===== src/rtl/trgseq_pkg.sv =====
`timescale 1ns/1ps
package trgseq_pkg;

    typedef enum logic [1:0] {
        MODE_FREE       = 2'b00,
        MODE_RETRIG     = 2'b01,
        MODE_ARM_ONCE   = 2'b10,
        MODE_ARM_RETRIG = 2'b11
    } trg_mode_e;

    typedef enum logic {
        PH_WAIT = 1'b0,
        PH_PLAY = 1'b1
    } play_ph_e;

    typedef struct packed {
        logic auto_go;
        logic accept_now;
        logic dly_fire;
    } fire_src_t;

    function automatic logic mode_is_armed(trg_mode_e m);
        return m == MODE_ARM_ONCE || m == MODE_ARM_RETRIG;
    endfunction

    function automatic logic mode_takes_trig(trg_mode_e m, play_ph_e ph);
        case (m)
            MODE_FREE:       return 1'b0;
            MODE_RETRIG:     return 1'b1;
            MODE_ARM_ONCE:   return ph == PH_WAIT;
            default:         return 1'b1;
        endcase
    endfunction

endpackage


===== src/rtl/trgseq_sync.sv =====
`timescale 1ns/1ps
module trgseq_sync #(
    parameter int SYNC_STAGES = 2
) (
    input  logic clk,
    input  logic rst,
    input  logic async_in,
    output logic edge_ok
);
    localparam int HIST = SYNC_STAGES + 2;

    logic [HIST-1:0] shreg;

    always_ff @(posedge clk) begin
        if (rst) shreg <= '0;
        else     shreg <= {shreg[HIST-2:0], async_in};
    end

    // synchronized level high for two cycles after having been low
    assign edge_ok = shreg[SYNC_STAGES-1] & shreg[SYNC_STAGES] & ~shreg[SYNC_STAGES+1];
endmodule


===== src/rtl/trgseq_dcount.sv =====
`timescale 1ns/1ps
module trgseq_dcount #(
    parameter int W = 16
) (
    input  logic         clk,
    input  logic         rst,
    input  logic         clr,
    input  logic         load,
    input  logic [W-1:0] load_val,
    input  logic         step,
    output logic [W-1:0] cnt
);
    always_ff @(posedge clk) begin
        if (rst || clr)               cnt <= '0;
        else if (load)                cnt <= load_val;
        else if (step && cnt != '0)   cnt <= cnt - W'(1);
    end
endmodule


===== src/rtl/trgseq_top.sv =====
`timescale 1ns/1ps
module trgseq_top
    import trgseq_pkg::*;
#(
    parameter int DLY_W       = 16,
    parameter int INH_W       = 26,
    parameter int SYNC_STAGES = 2
) (
    input  logic             clk,
    input  logic             rst,
    input  logic             trig_in,
    input  logic             smp_en,
    input  logic             ext_clk_mode,
    input  logic [1:0]       mode,
    input  logic [DLY_W-1:0] delay_cfg,
    input  logic [INH_W-1:0] inhibit_cfg,
    input  logic             disarm,
    output logic             start_pulse,
    output logic             clk_restart,
    output logic             running
);
    trg_mode_e        mode_e;
    play_ph_e         ph;
    fire_src_t        src;
    logic             edge_ok, pend_q, trig_evt;
    logic             armed, dis_eff, fire;
    logic [DLY_W-1:0] dly_cnt;
    logic [INH_W-1:0] inh_cnt;

    assign mode_e = trg_mode_e'(mode);

    trgseq_sync #(.SYNC_STAGES(SYNC_STAGES)) u_sync (
        .clk(clk), .rst(rst), .async_in(trig_in), .edge_ok(edge_ok)
    );

    // hold a qualified edge until the next sample enable in external clocking
    always_ff @(posedge clk) begin
        if (rst) pend_q <= 1'b0;
        else     pend_q <= ext_clk_mode & (edge_ok | pend_q) & ~smp_en;
    end

    always_comb begin
        trig_evt = (edge_ok | pend_q) & (ext_clk_mode ? smp_en : 1'b1);
        armed    = mode_is_armed(mode_e);
        dis_eff  = disarm & armed;
        src.accept_now = trig_evt && inh_cnt == '0 && dly_cnt == '0
                         && mode_takes_trig(mode_e, ph) && !dis_eff;
        src.auto_go    = !armed && ph == PH_WAIT && dly_cnt == '0;
        src.dly_fire   = dly_cnt == DLY_W'(1) && smp_en && !dis_eff;
        fire = src.auto_go | (src.accept_now && delay_cfg == '0) | src.dly_fire;
    end

    trgseq_dcount #(.W(DLY_W)) u_dly (
        .clk(clk), .rst(rst), .clr(dis_eff), .load(src.accept_now),
        .load_val(delay_cfg), .step(smp_en), .cnt(dly_cnt)
    );

    trgseq_dcount #(.W(INH_W)) u_inh (
        .clk(clk), .rst(rst), .clr(1'b0), .load(src.accept_now),
        .load_val(inhibit_cfg), .step(smp_en), .cnt(inh_cnt)
    );

    always_ff @(posedge clk) begin
        if (rst) begin
            ph          <= PH_WAIT;
            start_pulse <= 1'b0;
            clk_restart <= 1'b0;
        end else begin
            if (dis_eff)   ph <= PH_WAIT;
            else if (fire) ph <= PH_PLAY;
            start_pulse <= fire;
            clk_restart <= fire & ~ext_clk_mode;
        end
    end

    assign running = ph == PH_PLAY;
endmodule


===== config.mk =====
export PLATFORM = sky130hd
export DESIGN_NAME = trgseq_top
export DESIGN_NICKNAME = d
export VERILOG_FILES = /design/src/rtl/trgseq_pkg.sv /design/src/rtl/trgseq_sync.sv /design/src/rtl/trgseq_dcount.sv /design/src/rtl/trgseq_top.sv
export SDC_FILE = /design/constraint.sdc
export NUM_CORES = 1
export LEC_CHECK = 0
export ABC_AREA = 1
export BUFFER_PORTS_ARGS = -buffer_cell sky130_fd_sc_hd__buf_2
export CAP_MARGIN = 20
export CELL_PAD_IN_SITES_DETAIL_PLACEMENT = 2
export CELL_PAD_IN_SITES_GLOBAL_PLACEMENT = 2
export CORE_MARGIN = 5
export CORE_UTILIZATION = 30
export DETAILED_ROUTE_END_ITERATION = 12
export PLACE_DENSITY = 0.88
export SLEW_MARGIN = 20
export SYNTH_ARGS = -nofsm -noshare
export SYNTH_HDL_FRONTEND = slang
export SYNTH_SLANG_ARGS = --single-unit

===== constraint.sdc =====
create_clock -name clk -period 2.4 [get_ports clk]
set_input_delay 0.48 -clock clk [delete_from_list [all_inputs] [get_ports clk]]
set_output_delay 0.48 -clock clk [all_outputs]
set_load 0.005 [all_outputs]

==> results of run 1 <==
[logic make-up after synthesis]
logic type	Yosys count
AO/OA/AOI/OAI	29
XOR/XNOR	8
adder cells (fa/ha/maj)	5
buffers and inverters	106
flip-flops	50
AND/OR/NAND/NOR	443
[placed cells by master, fill, tap and decap left out, drive strengths merged]
cell type,instances
clkbuf,7
o21ai,16
a21oi,9
nor3,2
xnor2,3
clkinv,1
nand2,175
nor2,146
nand3,90
nand3b,6
xor2,5
buf,66
dfxtp,50
inv,89
nand4,23
ha,5
or2,1
o21bai,4
[layer usage]
layer / up-vias / wire length, microns
met4: 0 / 423
met2: 81 / 8340
li1: 2122 / -
met1: 2126 / 6230
met5: - / 0
met3: 24 / 520
[what timing repair did]
action | in CTS | in global routing
setup buffers | 0 | 3
endpoints found under the setup margin | 0 | 16
hold buffers | 0 | 0
[sequential cells by signal, summed over array words and instances, names as in the netlist]
signal,count
start_pulse,1
u_dly.cnt,16
pend_q,1
running,1
u_inh.cnt,26
clk_restart,1
u_sync.shreg,4
[worst max-delay path, cell delays in order, from the launching register on]
cell     delay [ns]
dfxtp_1        0.32
inv_1          0.14
ha_1           0.19
inv_1          0.05
nor2_1         0.16
nand2_1        0.07
nor2_1         0.12
nand2_1        0.11
nor2_4         0.25
buf_4          0.31
nand3_1        0.15
nand3_1        0.13
nand2_1        0.06
inv_1          0.07
[area by class of cell]
type	instances	area (sq um)	share of cell area [%]
sequential	50	1000	23.4
multi-input combinational	485	2250	52.7
inverter	90	339	7.94
clock buffer	7	133	3.10
tap	147	184	4.30
timing repair buffer	66	365	8.55
[stage by stage]
stage | cell area, sq um | hold slack, ns
CTS | 4250 | 0.353
floorplan | 3680 | 0.388
global route | 4270 | 0.357
detailed placement | 4120 | 0.402
finish | 4270 | 0.360
global placement | 4120 | 0.400
[power breakdown]
group	switching (mW)	internal, mW	total (mW)
Combinational	2.91	1.34	4.25
Sequential	0.291	1.08	1.37
Clock	0.343	0.384	0.726
Total	3.55	2.80	6.35
[worst min path at each step]
stage | start | end | slack, ns | cells after the start
finish | ext_clk_mode | clk_restart$_SDFF_PP0_ | 0.36 | 2
global route | ext_clk_mode | clk_restart$_SDFF_PP0_ | 0.36 | 2
CTS | ext_clk_mode | clk_restart$_SDFF_PP0_ | 0.35 | 2
detailed placement | u_sync.shreg[0]$_SDFF_PP0_ | u_sync.shreg[1]$_SDFF_PP0_ | 0.40 | 2
global placement | u_sync.shreg[0]$_SDFF_PP0_ | u_sync.shreg[1]$_SDFF_PP0_ | 0.40 | 2
floorplan | u_sync.shreg[0]$_SDFF_PP0_ | u_sync.shreg[1]$_SDFF_PP0_ | 0.39 | 2
==> flow_metrics.env, run 1 <==
export IMPL_outcome="completed"
export IMPL_min_period_ns=2.19
export IMPL_r2r_slack_ns=0.21
export IMPL_die_w_microns=121
export IMPL_leakagePower_nw=2.30
export IMPL_die_area_sq_um=14600
export IMPL_rr_endpoint="u_inh.cnt[7]$_SDFFE_PP0P_"
export IMPL_post_route_period_util_pct=91.4
export IMPL_avgSynthCellArea_sq_um=5.74
export IMPL_die_h_microns=121
export IMPL_cts_buffers=5
export IMPL_instances_no_fill=845
export IMPL_vias=4353
export IMPL_synth_main_ff_cell="dfxtp_1"
export IMPL_drt_first_pass_iters=4
export IMPL_tns_ns=0
export IMPL_yosysTopAreaCell="dfxtp_1"
export IMPL_clock_path_buffers=2
export IMPL_relSlewSlack_pct=56.1
export IMPL_dp_worst_setup_slack_ns=0.143
export IMPL_synth_simple_area_share_pct=53.3
export IMPL_cp_arrival_ns=2.44
export IMPL_report_final_slew_viol_count=0
export IMPL_syn2layout_area_growth_pct=16.2
export IMPL_synth_compound_area_share_pct=4.32
export IMPL_start_util_pct=30.6
export IMPL_met3_usage_pct=3.79
export IMPL_num_antenna_cells=0
export IMPL_port_buffer_count=52
export IMPL_synth_seq_cells=50
export IMPL_cts_resized=0
export IMPL_wl_microns=15500
export IMPL_busiest_layer="met2"
export IMPL_route_detailed_drc=0
export IMPL_final_util_pct=35.6
export IMPL_synth_top_cells_by_area="dfxtp_1 (27%), nand2_1 (17%), nor2_1 (14%)"
export IMPL_synth_edff_count=0
export IMPL_end_kind="register"
export IMPL_async_reset_ff_share_pct=0
export IMPL_cts_sinks=50
export IMPL_place_inst=835
export IMPL_via_per_inst=5.15
export IMPL_grt_pass1_wl_microns=25800
export IMPL_yosysMostFrequentCell="nand2_1"
export IMPL_crit_type="reg -> reg"
export IMPL_path_clk_slew_ns=0.07
export IMPL_grt_use_met1_pct=24.9
export IMPL_num_fill_cells=1571
export IMPL_post_dp_hpwl_microns=12300
export IMPL_synth_commonest_cells="nand2_1 (170), nor2_1 (135), inv_1 (89), nand3_1 (89), dfxtp_1 (50)"
export IMPL_crit_start="u_inh.cnt[0]$_SDFFE_PP0P_"
export IMPL_ios=53
export IMPL_fin_worst_skew_ns=0.00728
export IMPL_netlist_area_sq_um=3680
export IMPL_grt_start_max_net_pins=20
export IMPL_powerDensity_nw_per_um2=1490
export IMPL_tightest_slew_ns=0.656
export IMPL_synth_adder_area_share_pct=1.70
export IMPL_synthCells=641
export IMPL_finalHoldViolCount=0
export IMPL_syn_nets=696
export IMPL_path_max_fanout=17
export IMPL_core_sq_um=12000
export IMPL_cp_start_kind="register"
export IMPL_synth_seq_area_share_pct=27.2
export IMPL_yosysUniqueCellTypes=28
export IMPL_antenna_found_initial=0
export IMPL_tritoncts="yes"
export IMPL_place_congestion=0.888
export IMPL_postRouteAntennaNets=0
export IMPL_root_buffer="clkbuf_16"
export IMPL_cts_htree_levels=2
export IMPL_timing_final_ws_setup_ns=0.206
export IMPL_required_ns=2.65
export IMPL_synth_xor_area_share_pct=1.90
export IMPL_reg2reg_depth=13
export IMPL_drtIter0Drc=183
export IMPL_use_met2_pct=43.1
export IMPL_insertion_delay_ns=0.30
export IMPL_finalPower_mw=6.35
export IMPL_avgRoutedWirePerCell_microns=18.4
export IMPL_max_cap_viol_count=0
export IMPL_synth_top_family_by_area="simple AND/OR/NAND/NOR gates"
export IMPL_yosys_warnings=0
export IMPL_yosys_area_top_type_share_pct=27.2
export IMPL_grt_overflow_total=0
export IMPL_row_count=40
export IMPL_grt_total_usage_pct=22.4
export IMPL_peakVddDrop_mv=0.613
export IMPL_final_nets=753
export IMPL_timing_rr_start="u_inh.cnt[0]$_SDFFE_PP0P_"
export IMPL_grt_pass1_vias=5037
export IMPL_drive_gt1_share_pct=13.0
export IMPL_worstSetupEndpoint="u_inh.cnt[7]$_SDFFE_PP0P_"
export IMPL_hold_class="in -> reg"
export IMPL_max_freq_ghz=0.456
export IMPL_rsz0062_at_grt="no"
export IMPL_synthMuxAreaShare_pct=0
export IMPL_setup_viol=0
(Power assumes the default switching activity.)
==> inputs of run 2 (changes only) <==
--- a/config.mk
+++ b/config.mk
@@ -8,7 +8,7 @@
 export ABC_AREA = 1
 export BUFFER_PORTS_ARGS = -buffer_cell sky130_fd_sc_hd__buf_2
 export CAP_MARGIN = 20
-export CELL_PAD_IN_SITES_DETAIL_PLACEMENT = 2
+export CELL_PAD_IN_SITES_DETAIL_PLACEMENT = 1
 export CELL_PAD_IN_SITES_GLOBAL_PLACEMENT = 2
 export CORE_MARGIN = 5
 export CORE_UTILIZATION = 30
==> flow_metrics.env, run 2 (synthesized netlist as in run 1, its figures left out) <==
export IMPL_comb_power_share_pct=64.9
export IMPL_drive_gt1_share_pct=13.0
export IMPL_core_sq_um=12000
export IMPL_register_area_sq_um=1000
export IMPL_finalHoldViolCount=0
export IMPL_required_ns=2.65
export IMPL_ios=53
export IMPL_report_final_slew_viol_count=0
export IMPL_antenna_found_initial=0
export IMPL_wl_microns=13300
export IMPL_cts_htree_levels=2
export IMPL_p_int_mw=2.91
export IMPL_cts_hold_buf=0
export IMPL_port_buffer_count=52
export IMPL_pwr_share_clk_pct=13.4
export IMPL_clock_path_buffers=2
export IMPL_vias=4184
export IMPL_crit_start="u_inh.cnt[0]$_SDFFE_PP0P_"
export IMPL_avgRoutedWirePerCell_microns=15.7
export IMPL_syn2layout_area_growth_pct=16.8
export IMPL_path_max_fanout=17
export IMPL_end_kind="register"
export IMPL_grt_pass1_vias=4355
export IMPL_final_cell_mix="nand2_1 (170), nor2_1 (135), inv_1 (89), nand3_1 (89), buf_2 (52)"
export IMPL_die_h_microns=121
export IMPL_tritoncts="yes"
export IMPL_row_count=40
export IMPL_min_period_ns=2.18
export IMPL_max_cap_viol_count=0
export IMPL_insertion_delay_ns=0.31
export IMPL_peakVddDrop_mv=0.455
export IMPL_outcome="completed"
export IMPL_post_dp_hpwl_microns=10500
export IMPL_largest_register="u_inh.cnt"
export IMPL_post_cts_buffers=0
export IMPL_rsz0062_at_grt="no"
export IMPL_cp_arrival_ns=2.42
export IMPL_fin_hold_ws_ns=0.344
export IMPL_layout_commonest_cell="nand2_1"
export IMPL_root_buffer="clkbuf_16"
export IMPL_drt_first_pass_iters=4
export IMPL_biggestRegsByFlops="u_inh.cnt x26, u_dly.cnt x16, u_sync.shreg x4"
export IMPL_die_area_sq_um=14600
export IMPL_multi_input_area_sq_um=2250
export IMPL_via_per_inst=4.95
export IMPL_timing_rr_start="u_inh.cnt[0]$_SDFFE_PP0P_"
export IMPL_route_detailed_drc=0
export IMPL_max_freq_ghz=0.459
export IMPL_tightest_slew_ns=0.564
export IMPL_seq_power_share_pct=21.7
export IMPL_num_antenna_cells=0
export IMPL_grt_start_max_net_pins=20
export IMPL_cts_buffers=5
export IMPL_cts_resized=0
export IMPL_grt_total_usage_pct=18.8
export IMPL_leakagePower_nw=2.31
export IMPL_hp_start="ext_clk_mode"
export IMPL_p_sw_mw=3.33
export IMPL_grt_overflow_total=0
export IMPL_start_util_pct=30.6
export IMPL_largest_reg_flops=26
export IMPL_fin_worst_skew_ns=0.00994
export IMPL_switching_share_pct=53.3
export IMPL_hold_class="in -> reg"
export IMPL_tns_ns=0
export IMPL_cp_start_kind="register"
export IMPL_grt_pass1_wl_microns=21700
export IMPL_cts_sinks=50
export IMPL_post_route_period_util_pct=90.7
export IMPL_postRouteAntennaNets=0
export IMPL_powerDensity_nw_per_um2=1450
export IMPL_place_congestion=0.888
export IMPL_path_clk_slew_ns=0.07
export IMPL_num_fill_cells=1680
export IMPL_final_util_pct=35.8
export IMPL_die_w_microns=121
export IMPL_drtIter0Drc=121
export IMPL_relSlewSlack_pct=62.2
export IMPL_r2r_slack_ns=0.22
export IMPL_final_nets=752
export IMPL_crit_type="reg -> reg"
export IMPL_setup_viol=0
run 2: changes by cell type in the layout (fill, tap and decap cells not counted):
cell       before  now
buf_4          14   13
bufinv_16       0    1
run 2: metal layers:
metal	part of all wire, %	wire (microns)	track usage (%)
met4	2.0	271	5.45
met1	43	5700	21.9
met2	52	6860	34.9
met5	0	0	0
met3	3.3	432	3.46
run 2: final cells by class:
cell class,instances,share of cell area (%)
multi-input cells,485,52.4
flip-flops and latches,50,23.3
repair buffers,65,8.33
inverters,90,7.89
well taps,147,4.28
clock buffers,7,3.09
clock inverters,1,0.699
run 2: power groups by stage:
stage / registers [mW] / clock network, mW / logic, mW
final: 1.35 / 0.837 / 4.05
after global routing: 1.39 / 0.892 / 4.61
after CTS: 1.35 / 0.874 / 4.06
after detailed placement: 1.37 / 0 / 4.03
after global placement: 1.36 / 0 / 3.91
after floorplan: 1.29 / 0 / 3.04
run 2: through the flow:
stage / instances / setup slack [ns] / power [mW] / instance area (sq um)
floorplan: 641 / 0.707 / 4.33 / 3680
global placement: 835 / 0.252 / 5.27 / 4120
detailed placement: 835 / 0.197 / 5.40 / 4120
CTS: 843 / 0.166 / 6.29 / 4280
global route: 845 / 0.0178 / 6.89 / 4300
finish: 845 / 0.222 / 6.24 / 4300
run 2: worst paths after layout:
check	to	cells past startpoint
setup / recovery	u_inh.cnt[7]$_SDFFE_PP0P_	13
hold / removal	clk_restart$_SDFF_PP0_	2
setup reg to reg	u_inh.cnt[7]$_SDFFE_PP0P_	13
hold reg to reg	u_sync.shreg[1]$_SDFF_PP0_	2
run 2: critical path: stages (launching register included):
cell,delay [ns]
dfxtp_1,0.31
inv_1,0.14
ha_1,0.19
inv_1,0.04
nor2_1,0.14
nand2_1,0.08
nor2_1,0.12
nand2_1,0.11
nor2_4,0.28
buf_4,0.30
nand3_1,0.16
nand3_1,0.12
nand2_1,0.06
inv_1,0.06
